[src/rtl/rr_alu_pkg.sv]
package rr_alu_pkg;
  localparam int INSTR_W = 16;

  typedef enum logic [3:0] {
    OP_AND = 4'b0000, OP_XOR = 4'b0001, OP_LSL = 4'b0010, OP_LSR = 4'b0011,
    OP_ASR = 4'b0100, OP_ADC = 4'b0101, OP_SBC = 4'b0110, OP_ROR = 4'b0111,
    OP_TST = 4'b1000, OP_NEG = 4'b1001, OP_CMP = 4'b1010, OP_CMN = 4'b1011,
    OP_ORR = 4'b1100, OP_MUL = 4'b1101, OP_BIC = 4'b1110, OP_MVN = 4'b1111
  } alu_op_e;

  typedef enum logic [1:0] { SH_LEFT, SH_RIGHT, SH_ARITH, SH_ROT } shift_e;
  typedef enum logic [2:0] { LG_AND, LG_XOR, LG_OR, LG_BIC, LG_NOT, LG_MUL } logic_e;
  typedef enum logic [1:0] { CIN_ZERO, CIN_ONE, CIN_FLAG } cin_e;

  typedef struct packed {
    logic   wrBack;
    logic   isShift;
    logic   isArith;
    logic   zeroA;
    logic   invB;
    cin_e   cinSel;
    shift_e shKind;
    logic_e lgSel;
  } alu_ctrl_t;
endpackage

[src/rtl/rr_alu_ctrl.sv]
module rr_alu_ctrl
  import rr_alu_pkg::*;
(
  input  logic [3:0] opField,
  output alu_ctrl_t  strobes
);
  always_comb begin
    strobes = '{wrBack: 1'b1, isShift: 1'b0, isArith: 1'b0, zeroA: 1'b0,
                invB: 1'b0, cinSel: CIN_ZERO, shKind: SH_LEFT, lgSel: LG_AND};
    unique case (alu_op_e'(opField))
      OP_AND: strobes.lgSel = LG_AND;
      OP_XOR: strobes.lgSel = LG_XOR;
      OP_ORR: strobes.lgSel = LG_OR;
      OP_BIC: strobes.lgSel = LG_BIC;
      OP_MVN: strobes.lgSel = LG_NOT;
      OP_MUL: strobes.lgSel = LG_MUL;
      OP_TST: begin strobes.lgSel = LG_AND; strobes.wrBack = 1'b0; end
      OP_LSL: begin strobes.isShift = 1'b1; strobes.shKind = SH_LEFT;  end
      OP_LSR: begin strobes.isShift = 1'b1; strobes.shKind = SH_RIGHT; end
      OP_ASR: begin strobes.isShift = 1'b1; strobes.shKind = SH_ARITH; end
      OP_ROR: begin strobes.isShift = 1'b1; strobes.shKind = SH_ROT;   end
      OP_ADC: begin strobes.isArith = 1'b1; strobes.cinSel = CIN_FLAG; end
      OP_SBC: begin
        strobes.isArith = 1'b1; strobes.invB = 1'b1; strobes.cinSel = CIN_FLAG;
      end
      OP_CMP: begin
        strobes.isArith = 1'b1; strobes.invB = 1'b1; strobes.cinSel = CIN_ONE;
        strobes.wrBack = 1'b0;
      end
      OP_CMN: begin strobes.isArith = 1'b1; strobes.wrBack = 1'b0; end
      OP_NEG: begin
        strobes.isArith = 1'b1; strobes.zeroA = 1'b1; strobes.invB = 1'b1;
        strobes.cinSel = CIN_ONE;
      end
      default: ;
    endcase
  end
endmodule

[src/rtl/rr_alu_dpath.sv]
module rr_alu_dpath
  import rr_alu_pkg::*;
#(
  parameter int W = 32
) (
  input  logic         clk,
  input  logic         rstN,
  input  logic         inValid,
  input  alu_ctrl_t    strobes,
  input  logic [2:0]   dstIdx,
  input  logic [W-1:0] rdVal,
  input  logic [W-1:0] rsVal,
  output logic         outValid,
  output logic         wrEn,
  output logic [2:0]   wrIdx,
  output logic [W-1:0] result,
  output logic [3:0]   nzcv
);
  localparam int SH_W = $clog2(W);
  localparam logic [7:0] AMT_FULL = 8'(W);

  logic         curC;
  logic [W-1:0] addA, addB, addSum;
  logic         addCin, addCout, addOvf;
  logic [W-1:0] lgRes;
  logic [2*W-1:0] mulFull;
  logic [7:0]   amt;
  logic [SH_W-1:0] amtLow;
  logic [W-1:0] shRes;
  logic         shC, shCValid;
  logic [W:0]   lslExt, lsrExt;
  logic signed [W:0] asrExt;
  logic [2*W-1:0] rorExt;
  logic [W-1:0] nextRes;
  logic         nextC, nextV;

  assign curC = nzcv[1];

  // Adder shared by carry-add, borrow-subtract, compares and negate
  always_comb begin
    addA   = strobes.zeroA ? '0 : rdVal;
    addB   = strobes.invB ? ~rsVal : rsVal;
    unique case (strobes.cinSel)
      CIN_ONE:  addCin = 1'b1;
      CIN_FLAG: addCin = curC;
      default:  addCin = 1'b0;
    endcase
    {addCout, addSum} = {1'b0, addA} + {1'b0, addB} + {{W{1'b0}}, addCin};
    addOvf = (addA[W-1] == addB[W-1]) && (addSum[W-1] != addA[W-1]);
  end

  // Bitwise and multiply
  assign mulFull = rdVal * rsVal;
  always_comb begin
    unique case (strobes.lgSel)
      LG_XOR:  lgRes = rdVal ^ rsVal;
      LG_OR:   lgRes = rdVal | rsVal;
      LG_BIC:  lgRes = rdVal & ~rsVal;
      LG_NOT:  lgRes = ~rsVal;
      LG_MUL:  lgRes = mulFull[W-1:0];
      default: lgRes = rdVal & rsVal;
    endcase
  end

  // Register-amount shifter
  assign amt    = rsVal[7:0];
  assign amtLow = amt[SH_W-1:0];
  assign lslExt = {1'b0, rdVal} << amtLow;
  assign lsrExt = {rdVal, 1'b0} >> amtLow;
  assign asrExt = $signed({rdVal, 1'b0}) >>> amtLow;
  assign rorExt = {rdVal, rdVal} >> amtLow;

  always_comb begin
    shRes    = rdVal;
    shC      = curC;
    shCValid = (amt != 8'd0);
    if (amt != 8'd0) begin
      unique case (strobes.shKind)
        SH_LEFT: begin
          if (amt < AMT_FULL) begin shRes = lslExt[W-1:0]; shC = lslExt[W]; end
          else begin shRes = '0; shC = (amt == AMT_FULL) ? rdVal[0] : 1'b0; end
        end
        SH_RIGHT: begin
          if (amt < AMT_FULL) begin shRes = lsrExt[W:1]; shC = lsrExt[0]; end
          else begin shRes = '0; shC = (amt == AMT_FULL) ? rdVal[W-1] : 1'b0; end
        end
        SH_ARITH: begin
          if (amt < AMT_FULL) begin shRes = asrExt[W:1]; shC = asrExt[0]; end
          else begin shRes = {W{rdVal[W-1]}}; shC = rdVal[W-1]; end
        end
        default: begin
          shRes = rorExt[W-1:0];
          shC   = rorExt[W-1];
        end
      endcase
    end
  end

  // Result and flag selection
  always_comb begin
    nextRes = lgRes;
    nextC   = curC;
    nextV   = nzcv[0];
    if (strobes.isArith) begin
      nextRes = addSum;
      nextC   = addCout;
      nextV   = addOvf;
    end else if (strobes.isShift) begin
      nextRes = shRes;
      if (shCValid) nextC = shC;
    end
  end

  always_ff @(posedge clk) begin
    if (!rstN) begin
      outValid <= 1'b0;
      wrEn     <= 1'b0;
      wrIdx    <= '0;
      result   <= '0;
      nzcv     <= '0;
    end else begin
      outValid <= inValid;
      wrEn     <= inValid && strobes.wrBack;
      if (inValid) begin
        wrIdx  <= dstIdx;
        result <= nextRes;
        nzcv   <= {nextRes[W-1], (nextRes == '0), nextC, nextV};
      end
    end
  end
endmodule

[src/rtl/rr_alu_unit.sv]
module rr_alu_unit
  import rr_alu_pkg::*;
#(
  parameter int W = 32
) (
  input  logic               clk,
  input  logic               rstN,
  input  logic               inValid,
  input  logic [INSTR_W-1:0] instr,
  input  logic [W-1:0]       rdVal,
  input  logic [W-1:0]       rsVal,
  output logic               outValid,
  output logic               wrEn,
  output logic [2:0]         wrIdx,
  output logic [W-1:0]       result,
  output logic [3:0]         nzcv
);
  alu_ctrl_t strobes;

  rr_alu_ctrl uCtrl (
    .opField (instr[9:6]),
    .strobes (strobes)
  );

  rr_alu_dpath #(.W(W)) uDpath (
    .clk      (clk),
    .rstN     (rstN),
    .inValid  (inValid),
    .strobes  (strobes),
    .dstIdx   (instr[2:0]),
    .rdVal    (rdVal),
    .rsVal    (rsVal),
    .outValid (outValid),
    .wrEn     (wrEn),
    .wrIdx    (wrIdx),
    .result   (result),
    .nzcv     (nzcv)
  );
endmodule

[config.mk]
export PLATFORM = sky130hd
export DESIGN_NAME = rr_alu_unit
export DESIGN_NICKNAME = d
export VERILOG_FILES = /design/src/rtl/rr_alu_pkg.sv /design/src/rtl/rr_alu_ctrl.sv /design/src/rtl/rr_alu_dpath.sv /design/src/rtl/rr_alu_unit.sv
export SDC_FILE = /design/constraint.sdc
export NUM_CORES = 2
export LEC_CHECK = 0
export BUFFER_PORTS_ARGS = -buffer_cell sky130_fd_sc_hd__buf_2
export CAP_MARGIN = 25
export CORE_MARGIN = 10
export CORE_UTILIZATION = 60
export CTS_CLUSTER_DIAMETER = 80
export CTS_CLUSTER_SIZE = 20
export DETAILED_ROUTE_END_ITERATION = 7
export PLACE_DENSITY = 0.76
export SLEW_MARGIN = 15
export SYNTH_ARGS = -nofsm -noshare
export SYNTH_HDL_FRONTEND = slang
export SYNTH_SLANG_ARGS = --single-unit
[constraint.sdc]
create_clock -name clk -period 22.4 [get_ports clk]
set_input_delay 4.48 -clock clk [delete_from_list [all_inputs] [get_ports clk]]
set_output_delay 4.48 -clock clk [all_outputs]
set_load 0.05 [all_outputs]
==> run metrics <==
residual DRC count=0; share of cells above drive strength 1=9.54%; worst hold path type=register to register; DRT antenna net count=0; Crit path required time=between 20 and 25 ns; Routed WL per cell=31.3 µm; critical path class=primary input to register; relative max-transition margin=15.9%; post-synth net total=4,076; RSZ-0062 raised after global routing=no; Tcrit/Tclk final=62.2%; leading area contributor after synthesis=fa_1; vias in the first global route=28.2k; CTS tree=yes; CP max-delay cell=clkinv_1; Yosys cell types=93; CTS Hold Buffers Added=0; Data arrival, critical path=14.13 ns; initial drt markers=4,170; Worst Max-Slew Pin Slew=approximately 1.3 ns; CP most frequent cell=fa_1; CTS Buffer Depth=2; core box area=44,200 µm²; Startpoint Class=primary input; worst r2r src=uDpath.nzcv[1]$_SDFFE_PN0P_; via/cell ratio=7.07; Die H=232 µm; CP peak stage delay=1.03 ns; Post-synth ARST share=0%; die width=approximately 230 µm; Sink Count=40; Remaining Overflow, GRT=0; global-route wire length before repair=between 150,000 and 200,000 µm; Critical Path Fanout Max=20; io pins=124; Post-synth EDFFs=0; Routed Wire Length=123,000 µm; dpl hpwl=89,600 µm; H-tree level count=2; most numerous cell in the Yosys netlist=nor2_1; Skew-Pair Late Insertion Delay=0.29 ns; Num CTS Buffers=5; max cap viols=0; Final setup viols=0; Worst Hold Launch=uDpath.result[19]$_SDFFE_PN0P_; Reg-to-Reg End=uDpath.nzcv[2]$_SDFFE_PN0P_; clk_skew=about 0.0017 ns; worst reg2reg path depth=17; instance count of the mapped netlist=around 3.4k; register area share after synthesis=about 3.0%; Hold Path Sink=uDpath.result[19]$_SDFFE_PN0P_; FP Rows=77; Syn Std Cell Area=26,900 µm²; top cells by count, synth=nor2_1 (451), inv_1 (446), fa_1 (410); Initial DRT Pass Iterations=8; Nets=4,029; GRT Resource Usage Total=45.2%; Setup TNS=0 ns; post_cts resized=0; initial core utilization=between 60% and 70%; largest net degree at the start of global routing=57; post-synthesis register bit count=40; synth top area cells=fa_1 (31%), ha_1 (9.5%), nor2_1 (6.3%); setup bufs post-CTS=0; die footprint=53,700 µm²; outcome=finished clean; fmax=71.8 MHz; final hold violations=0; Worst Hold Depth=1; initial antenna violation count=5; reg2reg setup slack=17.16 ns; Final GP Congestion=1.09; Area Overhead vs Synth=4.34%; Setup crit end kind=register; Slew Limit Fails=0; dominant synthesized flop cell=dfxtp_1; Period minus WS final=13.93 ns; Vias=~28k; PortBufs=114; Synth top area share=a little under a third; syn_area_per_cell=~8.0 µm²; total number of yosys warnings=0; clock-pin slew on the worst setup and hold paths=around 0.060 ns; Root Driver=clkbuf_16
flip-flops by register name (all words and copies together), names as in the netlist:
register	flops
uDpath.nzcv	4
uDpath.outValid	1
uDpath.result	31
uDpath.wrEn	1
uDpath.wrIdx	3
through the flow:
step	hold WS (ns)	worst slack (ns)	cell area [µm²]	cells	utilization (%)
6_report	0.477	8.47	28100	3931	63.4
5_1_grt	0.501	8.48	28000	3924	63.4
4_1_cts	0.478	8.80	28000	3921	63.2
3_5_place_dp	0.464	8.52	27800	3913	62.9
3_3_place_gp	0.460	8.72	27700	3910	62.7
2_1_floorplan	0.699	9.57	26900	3378	-
worst max-delay path: cells and delay by family:
family / cells / cell delay [ns]
fa+ha+maj: 9 / 3.83
compound gates: 7 / 2.74
buf+inv: 5 / 1.69
simple gates: 4 / 1.07
mux: 1 / 0.29
kinds of logic (layout without fill, tap and decap cells):
kind of cell / Yosys count / after routing / share of synthesized area (%)
AOI/OAI and AO/OA: 637 / 637 / 16.6
xor gates and xnor gates: 144 / 144 / 4.69
adders and majority gates: 615 / 615 / 40.1
buffers and inverters: 714 / 668 / 10.4
DFF: 40 / 40 / 2.98
muxes: 152 / 152 / 8.03
other: 0 / 7 / 0
and+or+nand+nor: 1076 / 1076 / 17.2
worst max path at each step:
stage                   from                          end  slack (ns)  cells after the start
floorplan           rsVal[3]  uDpath.nzcv[2]$_SDFFE_PN0P_        9.57                     33
global placement    rsVal[4]  uDpath.nzcv[2]$_SDFFE_PN0P_        8.72                     29
detailed placement  rsVal[4]  uDpath.nzcv[2]$_SDFFE_PN0P_        8.52                     29
CTS                 rsVal[4]  uDpath.nzcv[2]$_SDFFE_PN0P_        8.80                     29
global route        rsVal[4]  uDpath.nzcv[2]$_SDFFE_PN0P_        8.48                     29
finish              rdVal[7]  uDpath.nzcv[2]$_SDFFE_PN0P_        8.47                     26
cell type report:
class | count | area, µm²
multi-input cells | 2624 | 23300
fillers | 3782 | 16200
inverters | 469 | 1760
repair buffers | 191 | 1240
flip-flops and latches | 40 | 801
well taps | 592 | 741
clock buffers | 5 | 125
clock inverters | 3 | 46.3
diodes | 7 | 17.5
placed cells by master, fill, tap and decap left out, types with 17 or more instances in the layout:
master and count:
nor2_1 449, inv_1 445, fa_1 410, nand2_1 384, ha_1 205, a21oi_1 127, xnor2_1 118, buf_2 111
o21ai_0 103, mux2i_1 79, buf_4 75, nand3_1 52, o22ai_1 49, mux4_2 47, dfxtp_1 40, nor3_1 38
a31oi_1 34, a211oi_1 32, nor2b_1 31, o211a_1 26, o221ai_1 26, xor2_1 26, o211ai_1 24, mux2_2 24
o21a_1 17
per-layer routing:
| layer | GRT usage, % | vias up | part of all wire (%) |
|---|---|---|---|
| met5 | 0 | - | 0.063 |
| met4 | 33.8 | 10 | 9.2 |
| met3 | 15.3 | 758 | 15 |
| met2 | 67.0 | 2477 | 42 |
| met1 | 53.7 | 13351 | 33 |
| li1 | - | 11188 | - |
Power is not shown: default switching activity piles up to over one toggle a cycle in this logic, so the estimate is an artifact.
